<file path="src/rtl/onewire_pkg.sv">
package onewire_pkg;
  typedef enum logic [1:0] {
    OP_IDLE  = 2'd0,
    OP_RSTPD = 2'd1,
    OP_WR0   = 2'd2,
    OP_WR1   = 2'd3
  } ow_op_e;

  localparam logic [2:0] ADR_CTRL = 3'h0;
  localparam logic [2:0] ADR_DIV  = 3'h2;
  localparam logic [2:0] ADR_SRST = 3'h4;

  localparam int BIT_RSTPD = 7;
  localparam int BIT_PRES  = 6;
  localparam int BIT_WR0   = 5;
  localparam int BIT_WR1   = 4;
  localparam int BIT_RDV   = 3;
endpackage

</file>
<file path="src/rtl/ow_tick_gen.sv">
module ow_tick_gen #(
  parameter int DIV_W = 8
) (
  input  logic             clk,
  input  logic             rst_n,
  input  logic             enable,
  input  logic [DIV_W-1:0] div,
  output logic             tick
);
  logic [DIV_W-1:0] cnt_q;

  always_ff @(posedge clk or negedge rst_n) begin
    if (!rst_n)             cnt_q <= '0;
    else if (!enable)       cnt_q <= '0;
    else if (cnt_q == div)  cnt_q <= '0;
    else                    cnt_q <= cnt_q + 1'b1;
  end

  assign tick = enable && (cnt_q == div);

  // Ticks are spaced by div+1 cycles: with div > 0 two ticks never touch.
  assert_tick_gap_R2: assert property (@(posedge clk) disable iff (!rst_n)
    (tick && div != '0 && $stable(div)) |=> !tick);
endmodule

</file>
<file path="src/rtl/ow_slot_seq.sv">
module ow_slot_seq
  import onewire_pkg::*;
#(
  parameter int T_RST_LOW    = 511,
  parameter int T_RST_TOTAL  = 1023,
  parameter int T_PRES_SMP   = 581,
  parameter int T_W0_LOW     = 60,
  parameter int T_W1_LOW     = 5,
  parameter int T_RD_SMP     = 15,
  parameter int T_SLOT_TOTAL = 62
) (
  input  logic   clk,
  input  logic   rst_n,
  input  logic   abort,
  input  logic   start,
  input  ow_op_e start_op,
  input  logic   tick,
  output ow_op_e cur_op,
  output logic   busy,
  output logic   drive_low,
  output logic   smp_stb
);
  localparam int MAX_T = (T_RST_TOTAL > T_SLOT_TOTAL) ? T_RST_TOTAL : T_SLOT_TOTAL;
  localparam int CNT_W = $clog2(MAX_T + 1);

  ow_op_e           op_q;
  logic [CNT_W-1:0] cnt_q;
  logic [CNT_W-1:0] last_c, low_c, smp_c;
  logic             has_smp_c;

  always_comb begin
    last_c    = '0;
    low_c     = '0;
    smp_c     = '0;
    has_smp_c = 1'b0;
    case (op_q)
      OP_RSTPD: begin
        last_c    = CNT_W'(T_RST_TOTAL - 1);
        low_c     = CNT_W'(T_RST_LOW);
        smp_c     = CNT_W'(T_PRES_SMP);
        has_smp_c = 1'b1;
      end
      OP_WR0: begin
        last_c = CNT_W'(T_SLOT_TOTAL - 1);
        low_c  = CNT_W'(T_W0_LOW);
      end
      OP_WR1: begin
        last_c    = CNT_W'(T_SLOT_TOTAL - 1);
        low_c     = CNT_W'(T_W1_LOW);
        smp_c     = CNT_W'(T_RD_SMP);
        has_smp_c = 1'b1;
      end
      default: ;
    endcase
  end

  always_ff @(posedge clk or negedge rst_n) begin
    if (!rst_n) begin
      op_q  <= OP_IDLE;
      cnt_q <= '0;
    end else if (abort) begin
      op_q  <= OP_IDLE;
      cnt_q <= '0;
    end else if (op_q == OP_IDLE) begin
      cnt_q <= '0;
      if (start) op_q <= start_op;
    end else if (tick) begin
      if (cnt_q == last_c) begin
        op_q  <= OP_IDLE;
        cnt_q <= '0;
      end else begin
        cnt_q <= cnt_q + 1'b1;
      end
    end
  end

  assign cur_op    = op_q;
  assign busy      = (op_q != OP_IDLE);
  assign drive_low = busy && (cnt_q < low_c);
  assign smp_stb   = tick && has_smp_c && (cnt_q == smp_c);

  // R3 the tick counter never runs past the end of the running action
  assert_cnt_bound_R3: assert property (@(posedge clk) disable iff (!rst_n)
    busy |-> (cnt_q <= last_c));
  // R5 every action begins by pulling the line low
  assert_low_at_start_R5: assert property (@(posedge clk) disable iff (!rst_n)
    $rose(busy) |-> drive_low);
endmodule

</file>
<file path="src/rtl/onewire_master.sv">
module onewire_master
  import onewire_pkg::*;
#(
  parameter int DIV_W        = 8,
  parameter int T_RST_LOW    = 511,
  parameter int T_RST_TOTAL  = 1023,
  parameter int T_PRES_SMP   = 581,
  parameter int T_W0_LOW     = 60,
  parameter int T_W1_LOW     = 5,
  parameter int T_RD_SMP     = 15,
  parameter int T_SLOT_TOTAL = 62
) (
  input  logic       clk,
  input  logic       rst_n,
  input  logic [2:0] reg_addr,
  input  logic       reg_wr_en,
  input  logic [7:0] reg_wdata,
  output logic [7:0] reg_rdata,
  output logic       bus_drive_low,
  input  logic       bus_in
);
  localparam int DATA_W = 8;

  logic [DIV_W-1:0] div_q;
  logic             srst_q, pres_q, rdv_q;
  logic             tick, busy, smp_stb, start, abort, cmd_wr;
  ow_op_e           cur_op, start_op;

  assign cmd_wr = reg_wr_en && (reg_addr == ADR_CTRL);
  assign abort  = srst_q || (reg_wr_en && reg_addr == ADR_SRST && reg_wdata[0]);
  assign start  = cmd_wr && !busy && !abort &&
                  (reg_wdata[BIT_RSTPD] || reg_wdata[BIT_WR0] || reg_wdata[BIT_WR1]);

  always_comb begin
    if (reg_wdata[BIT_RSTPD])    start_op = OP_RSTPD;
    else if (reg_wdata[BIT_WR0]) start_op = OP_WR0;
    else                         start_op = OP_WR1;
  end

  always_ff @(posedge clk or negedge rst_n) begin
    if (!rst_n) begin
      div_q  <= '0;
      srst_q <= 1'b0;
      pres_q <= 1'b0;
      rdv_q  <= 1'b0;
    end else begin
      if (reg_wr_en && reg_addr == ADR_DIV)  div_q  <= reg_wdata[DIV_W-1:0];
      if (reg_wr_en && reg_addr == ADR_SRST) srst_q <= reg_wdata[0];
      if (abort) begin
        pres_q <= 1'b0;
        rdv_q  <= 1'b0;
      end else if (smp_stb) begin
        if (cur_op == OP_RSTPD) pres_q <= !bus_in;
        else                    rdv_q  <= bus_in;
      end
    end
  end

  ow_tick_gen #(.DIV_W(DIV_W)) u_tick (
    .clk    (clk),
    .rst_n  (rst_n),
    .enable (busy),
    .div    (div_q),
    .tick   (tick)
  );

  ow_slot_seq #(
    .T_RST_LOW    (T_RST_LOW),
    .T_RST_TOTAL  (T_RST_TOTAL),
    .T_PRES_SMP   (T_PRES_SMP),
    .T_W0_LOW     (T_W0_LOW),
    .T_W1_LOW     (T_W1_LOW),
    .T_RD_SMP     (T_RD_SMP),
    .T_SLOT_TOTAL (T_SLOT_TOTAL)
  ) u_seq (
    .clk       (clk),
    .rst_n     (rst_n),
    .abort     (abort),
    .start     (start),
    .start_op  (start_op),
    .tick      (tick),
    .cur_op    (cur_op),
    .busy      (busy),
    .drive_low (bus_drive_low),
    .smp_stb   (smp_stb)
  );

  logic [DATA_W-1:0] ctrl_rd;
  always_comb begin
    ctrl_rd            = '0;
    ctrl_rd[BIT_RSTPD] = (cur_op == OP_RSTPD);
    ctrl_rd[BIT_PRES]  = pres_q;
    ctrl_rd[BIT_WR0]   = (cur_op == OP_WR0);
    ctrl_rd[BIT_WR1]   = (cur_op == OP_WR1);
    ctrl_rd[BIT_RDV]   = rdv_q;
  end

  always_comb begin
    case (reg_addr)
      ADR_CTRL: reg_rdata = ctrl_rd;
      ADR_DIV:  reg_rdata = DATA_W'(div_q);
      ADR_SRST: reg_rdata = {{(DATA_W-1){1'b0}}, srst_q};
      default:  reg_rdata = '0;
    endcase
  end

  // R7 at most one command bit reads as set
  assert_one_cmd_R7: assert property (@(posedge clk) disable iff (!rst_n)
    $onehot0({ctrl_rd[BIT_RSTPD], ctrl_rd[BIT_WR0], ctrl_rd[BIT_WR1]}));
  // R8 a command write during an action leaves the action unchanged
  assert_cmd_ignored_R8: assert property (@(posedge clk) disable iff (!rst_n)
    (cmd_wr && busy) |=> (cur_op == $past(cur_op) || cur_op == OP_IDLE));
  // R9 a held soft reset keeps the block idle and the line released
  assert_srst_idle_R9: assert property (@(posedge clk) disable iff (!rst_n)
    srst_q |-> (!busy && !bus_drive_low));
endmodule

</file>
<file path="config.mk">
export PLATFORM = sky130hd
export DESIGN_NAME = onewire_master
export DESIGN_NICKNAME = d
export VERILOG_FILES = /design/src/rtl/onewire_pkg.sv /design/src/rtl/ow_tick_gen.sv /design/src/rtl/ow_slot_seq.sv /design/src/rtl/onewire_master.sv
export SDC_FILE = /design/constraint.sdc
export NUM_CORES = 1
export LEC_CHECK = 0
export ABC_AREA = 1
export ABC_CLOCK_PERIOD_IN_PS = 2500
export CAP_MARGIN = 15
export CORE_ASPECT_RATIO = 0.8
export CORE_MARGIN = 5
export CORE_UTILIZATION = 40
export CTS_BUF_LIST = sky130_fd_sc_hd__clkbuf_4 sky130_fd_sc_hd__clkbuf_8 sky130_fd_sc_hd__clkbuf_16
export CTS_CLUSTER_DIAMETER = 50
export CTS_CLUSTER_SIZE = 30
export DETAILED_ROUTE_END_ITERATION = 16
export DONT_BUFFER_PORTS = 1
export GPL_TIMING_DRIVEN = 0
export HOLD_SLACK_MARGIN = 0.05
export SLEW_MARGIN = 20
export SYNTH_ARGS = -nofsm -noshare
export SYNTH_HDL_FRONTEND = slang
export SYNTH_SLANG_ARGS = --single-unit
</file>
<file path="constraint.sdc">
create_clock -name clk -period 2.5 [get_ports clk]
set_input_delay 0 -clock clk [delete_from_list [all_inputs] [get_ports clk]]
set_output_delay 0 -clock clk [all_outputs]
set_load 0.02 [all_outputs]
</file>
# Word-level counts from Yosys, hierarchy flattened
# Cells that the tools add are included.
[op_classes]
n_eq_ne = 10
reduce_logical = 29
n_lt_le_gt_ge = 1
n_mux = 24
add_sub_neg = 2
[ops]
columns = ["cell", "n"]
rows = [
  ["$mux 10", 4],
  ["$pmux 10 s2", 2],
  ["$pmux 9 s3", 1],
  ["$pmux 8 s3", 1],
  ["$eq 10x10->1", 2],
  ["$mux 8", 2],
  ["$mux 2", 6],
  ["$logic_and 1x1->1", 11],
  ["$add 10x1->10 const B", 1],
  ["$lt 10x9->1", 1],
  ["$add 8x1->8 const B", 1],
  ["$eq 8x8->1", 1],
  ["$mux 1", 8],
  ["$reduce_bool 2->1", 3],
  ["$reduce_bool 3->1", 2],
  ["$eq 2x2->1 const B", 2],
  ["$reduce_and 2->1", 2],
  ["$reduce_or 2->1", 2],
  ["$eq 3x2->1 const B", 1],
  ["$eq 3x3->1 const B", 1],
  ["$logic_not 1->1", 3],
  ["$logic_not 3->1", 1],
  ["$logic_or 1x1->1", 3],
  ["$ne 3x3->1 const B", 1],
  ["4 further kinds", 4],
]
[word_totals]
in_bits = 15
elab_cells = 73
ff_bits = 31
output_inout_bits = 9

# Longest topological paths before layout
[logic_depth]
depth_word = 10
mapped_depth = 13
ltp_nobuf = 12

# By module
# A second synthesis with hierarchy kept.
[hier_totals]
hier_cells = 313
hier_area_um2 = 2228.4
[by_module_without_submodules]
columns = ["module", "seq_area_each_um2", "n_inst", "area_each_um2", "cells_each"]
rows = [
  ["ow_slot_seq", 300.3, 1, 1069.8, 155],
  ["onewire_master", 275.3, 1, 641.9, 87],
  ["ow_tick_gen", 200.2, 1, 516.7, 71],
]

# Worst setup path before layout
# OpenSTA, ideal clock, no wires.
[synth_timing]
path_kind = "reg-to-output"
from = "reg u_seq.op_q[1] (netlist: u_seq.cur_op[1])"
to = "out bus_drive_low"
required_ps = 2500
arrival_time_ps = 1916
path_slack_ps = 584
path_stages_with_launch = 9
path_cell_list = "dfrtp_1 > inv_1 > ha_1 > inv_1 > ha_1 > a21o_1 > a211oi_1 > o211ai_1 > nor2_1"
[synth_via]
elab_chain_len = 4
word_cells_on_any_way = 7
cone_classes = "order compare: 1; eq/ne: 3; mux: 1; reduce/logical: 2"
[synth_lines]
columns = ["element", "line", "text"]
rows = [
  ["start: declaration", "ow_slot_seq.sv:26", "ow_op_e op_q;"],
  ["start signal: assignment", "ow_slot_seq.sv:66", "if (start) op_q <= start_op;"],
  ["$eq 2x2->1 or $eq 2x1->1 (tied branches)", "ow_slot_seq.sv:36", "case (op_q)"],
  ["$pmux 9 s3", "ow_slot_seq.sv:36", ""],
  ["$lt 10x9->1", "ow_slot_seq.sv:79", "assign drive_low = busy && (cnt_q < low_c);"],
  ["$logic_and 1x1->1 *", "ow_slot_seq.sv:79", ""],
  ["end: declaration", "onewire_master.sv:19", "output logic bus_drive_low,"],
]
# Every way passes the cells marked *; elsewhere a longest branch is shown, timed or not.

# Worst setup path in the final report
[layout_timing]
from = "reg u_seq.op_q[1] (netlist: u_seq.cur_op[1])"
to = "reg u_seq.cnt_q[4]"
[layout_via]
elab_chain_len = 8
word_cells_on_any_way = 14
cone_classes = "eq/ne: 4; mux: 5; reduce/logical: 5"
[layout_lines]
columns = ["element", "line", "text"]
rows = [
  ["$eq 2x2->1", "ow_slot_seq.sv:36", ""],
  ["$reduce_or 2->1 (no line)", "n/a", ""],
  ["$pmux 10 s2", "ow_slot_seq.sv:36", ""],
  ["$eq 10x10->1", "ow_slot_seq.sv:68", "if (cnt_q == last_c) begin"],
  ["$mux 10", "ow_slot_seq.sv:68", ""],
  ["$mux 10", "ow_slot_seq.sv:67", "end else if (tick) begin"],
  ["$mux 10", "ow_slot_seq.sv:64", "end else if (op_q == OP_IDLE) begin"],
  ["$mux 10", "ow_slot_seq.sv:61", "end else if (abort) begin"],
  ["end signal: assignment", "ow_slot_seq.sv:72", "cnt_q <= cnt_q + 1'b1;"],
  ["end: declaration", "ow_slot_seq.sv:27", "logic [CNT_W-1:0] cnt_q;"],
]
# Parallel ways exist; a longest one is shown, timed or not. The select of a mux whose other input is x is not followed.
# A chain may end at the register's enable or synchronous reset.

==> qor.yml <==
synthesis:
  netlist.area_leader.share: 0.3427
  synth_sequential_area_ratio: 0.3427
  yosysUniqueCellTypes: 28
  synth_area_per_cell_um2: 6.818
  syn_nets: 363
  synth_largest_area_cell: "sky130_fd_sc_hd__dfrtp_1"
  synthesis.yosys.warnings: 0
  ys_top_cells_by_area: "sky130_fd_sc_hd__dfrtp_1 (34%), sky130_fd_sc_hd__nand2_1 (14%), sky130_fd_sc_hd__ha_1 (8.8%), sky130_fd_sc_hd__nor2_1 (8.6%), sky130_fd_sc_hd__inv_1 (8.3%)"
  syn-instance-count: 332
  yosys_register_bits: 31
  synthesis.area_um2: 2263
placement:
  hpwl_um: 4320
  placement.cell_area_um2: 2361
  post-place-ws_ns: 0.1349
  io_buffers: 0
  finalWeightedCongestion: 0.9277
timing:
  fmaxAchievable_ghz: 0.4432
  min_period_ns: 2.256
  timing.final.hold_violations: 0
  skew_ns: 0.006914
  finalMaxSlewViolations: 0
  post-route-period-util: 0.9025
  summed_negative_setup_slack_over_all_endpoints_ns: 0
  finalSetupViolations: 0
  grt_setup_unrepaired: "true"
  timing.slew.headroom: 0.5490
  tightest_slew_ns: 0.6694
  finalWorstSetupSlack_ns: 0.2439
clocking:
  cts.reportedPaths.clkPinSlew_ns: 0.07
  clock_tree.htree_level_count: 2
  tritoncts.num_buffers: 5
  tritoncts: "built"
  cts.path.max_buffers: 2
  clk_root_buffer_cell: "sky130_fd_sc_hd__clkbuf_8"
  worstSkewPairLatency_ns: 0.29
  clock_sinks: 31
critical_path:
  critPathLaunchType: "flop"
  cp_slowest_cell: "sky130_fd_sc_hd__dfrtp_2"
  worstSetupPathType: "flop to flop"
  rrSetupSlack_ns: 0.24
  critical-path-max-stage-delay_ns: 0.46
  path_delay_family: "simple AND/OR/NAND/NOR gates"
  timing.critical_path.cells: "inv_1, ha_2, inv_2, ha_1, nand3_1, nor2_1, nand4_1, nand2_4, nand2_1, nand2_1, nor2_1"
  endpoint_kind: "flop"
  worst-path-max-fanout: 8
  cp_data_arrival_time_ns: 2.44
  cp_num_buf_inv: 2
  required_time_of_the_worst_setup_path_ns: 2.68
die:
  floorplan.die_area_um2: 7272
  initial_core_util: 0.4141
  design.core.area_um2: 5465
  die_width_um: 94.10
  row_count: 24
  die_height_um: 77.28
  io_pins: 24
outcome:
  run_status: "finished, final reports clean"
grt:
  grt_max_degree: 32
  global_router_s_overall_resource_usage: 0.1666
  antenna_found_initial: 0
  globalRoute.totalOverflow: 0
  first_global_vias: 1949
  grt_pass1_wl_um: 9459
power_and_ir_drop:
  power_density_nw_per_um2: 797.5
  report.power.total_uw: 2085
  max-vdd-ir-drop_mv: 0.3596
  static-leakage-power_uw: 0.001368
finish:
  layout.nets: 384
  synthToLayoutAreaGrowth_pct: 15.48
  multiInputGateArea_um2: 1264
  area_of_all_placed_cells_without_fillers_um2: 2614
  utilization: 0.4783
  antennaDiodeCount: 0
  post_route_cells_drive_above_1_share: 0.08757
  layout.filler_cells: 579
  layout.area.seq_um2: 777.0
detailed_routing:
  drt_first_iter_violations: 219
  vias: 2124
  vias_per_cell: 4.917
  drc: 0
  detail-route-antenna-nets: 0
  detail_route.first_pass.iterations: 5
  route.final.wire_length_um: 5717
  route.detailed.wl_per_inst_um: 13.23
hold_path:
  worstHoldPathType: "primary input to flop"
flow_run:
  maxCapViolations: 0
## final cells by class
type	count	area share
clock inverters	2	0.004787
inverters	54	0.07755
clock buffers	6	0.02920
well taps	78	0.03734
multi-input cells	242	0.4835
plain buffers	5	0.01388
flip-flops and latches	31	0.2973
repair buffers	14	0.05649
## stage by stage
stage | cells | hold WS, ns
2_1_floorplan | 332 | -0.2956
3_3_place_gp | 410 | -0.2950
3_5_place_dp | 410 | -0.2949
4_1_cts | 431 | 0.08088
5_1_grt | 432 | 0.1304
6_report | 432 | 0.08297
## cell usage after synthesis
cell                       count
sky130_fd_sc_hd__nand2_2       2
sky130_fd_sc_hd__nand3_1      26
sky130_fd_sc_hd__inv_1        50
sky130_fd_sc_hd__nor3_1        7
sky130_fd_sc_hd__nand4_1      10
sky130_fd_sc_hd__o211ai_1      1
sky130_fd_sc_hd__o21ai_0      10
sky130_fd_sc_hd__clkbuf_1      1
sky130_fd_sc_hd__inv_2         4
sky130_fd_sc_hd__a21oi_1      13
sky130_fd_sc_hd__o21ai_1       2
sky130_fd_sc_hd__nor2_2        1
sky130_fd_sc_hd__a211oi_1      1
sky130_fd_sc_hd__nand2_4       2
sky130_fd_sc_hd__buf_6         2
sky130_fd_sc_hd__nor2_4        2
sky130_fd_sc_hd__nor2_1       52
sky130_fd_sc_hd__nand3_2       1
sky130_fd_sc_hd__dfrtp_1      31
sky130_fd_sc_hd__xor2_1        3
sky130_fd_sc_hd__a21o_1        1
sky130_fd_sc_hd__buf_2         2
sky130_fd_sc_hd__nand2_1      83
sky130_fd_sc_hd__and3_1        1
sky130_fd_sc_hd__xnor2_1       3
sky130_fd_sc_hd__o22ai_1       4
sky130_fd_sc_hd__ha_1         16
sky130_fd_sc_hd__a41oi_1       1
## sequential cells by signal, summed over array words and instances, names as in the netlist
register	cells
pres_q	1
rdv_q	1
srst_q	1
div_q	8
u_seq.cur_op	2
u_seq.cnt_q	10
u_tick.cnt_q	8
## what timing repair did
item                                   CTS  global route
endpoints found under the hold margin   43             0
cloned                                   0             0
buffers inserted                         0             1
setup endpoints to repair                1            11
hold buffers                            13             0
gates resized for setup                  1             5
pin swaps                                0             2
## cell usage in the layout (no fill, tap or decap), types with 2 or more instances in the layout
cell type / netlist / routed
sky130_fd_sc_hd__a21oi_1: 13 / 13
sky130_fd_sc_hd__buf_2: 2 / 2
sky130_fd_sc_hd__buf_6: 2 / 2
sky130_fd_sc_hd__clkbuf_8: 0 / 5
sky130_fd_sc_hd__dfrtp_1: 31 / 30
sky130_fd_sc_hd__dlygate4sd3_1: 0 / 12
sky130_fd_sc_hd__ha_1: 16 / 15
sky130_fd_sc_hd__inv_1: 50 / 49
sky130_fd_sc_hd__inv_2: 4 / 5
sky130_fd_sc_hd__nand2_1: 83 / 83
sky130_fd_sc_hd__nand2_4: 2 / 3
sky130_fd_sc_hd__nand3_1: 26 / 26
sky130_fd_sc_hd__nand4_1: 10 / 10
sky130_fd_sc_hd__nor2_1: 52 / 51
sky130_fd_sc_hd__nor2_2: 1 / 2
sky130_fd_sc_hd__nor2_4: 2 / 2
sky130_fd_sc_hd__nor3_1: 7 / 7
sky130_fd_sc_hd__o21ai_0: 10 / 10
sky130_fd_sc_hd__o21ai_1: 2 / 2
sky130_fd_sc_hd__o22ai_1: 4 / 4
sky130_fd_sc_hd__xnor2_1: 3 / 3
sky130_fd_sc_hd__xor2_1: 3 / 3
## kinds of logic (layout without fill, tap and decap cells)
group,count (synthesis),count (layout),share of synthesized area
XOR/XNOR,6,6,0.02322
buffers and inverters,59,81,0.1056
AND/OR/NAND/NOR,187,187,0.3599
adder cells (fa/ha/maj),16,16,0.08845
AO/OA/AOI/OAI,33,33,0.08016
flip-flops,31,31,0.3427
## tightest hold or removal path: stages
cell	delay (ns)
sky130_fd_sc_hd__o21ai_0	0.07
sky130_fd_sc_hd__nor2_1	0.10
sky130_fd_sc_hd__nand4_1	0.10
sky130_fd_sc_hd__nand2_1	0.07
## per-layer routing
metal | share of wire | track usage | vias to the layer above | wire, um
li1 | - | - | 1094 | -
met1 | 0.54 | 0.2686 | 968 | 3101
met2 | 0.38 | 0.2162 | 56 | 2198
met3 | 0.065 | 0.04403 | 6 | 374
met4 | 0.0075 | 0.03463 | 0 | 43
met5 | 0 | 0 | - | 0
## worst paths after layout
path	from	end	cells after the start
setup reg to reg	u_seq.cur_op[1]$_DFFE_PN0P_	u_seq.cnt_q[4]$_DFFE_PN0P_	11
setup / recovery	u_seq.cur_op[1]$_DFFE_PN0P_	u_seq.cnt_q[4]$_DFFE_PN0P_	11
max in group asynchronous	rst_n	u_seq.cur_op[1]$_DFFE_PN0P_	2
min in group asynchronous	rst_n	div_q[3]$_DFFE_PN0P_	2
hold / removal	reg_wdata[7]	u_seq.cur_op[0]$_DFFE_PN0P_	4
hold reg to reg	u_tick.cnt_q[0]$_DFF_PN0_	u_tick.cnt_q[0]$_DFF_PN0_	1
## power by group
group / switching [uW] / internal (uW)
clock network: 207 / 205
registers: 61.3 / 562
logic: 671 / 377
(Power assumes the default switching activity.)
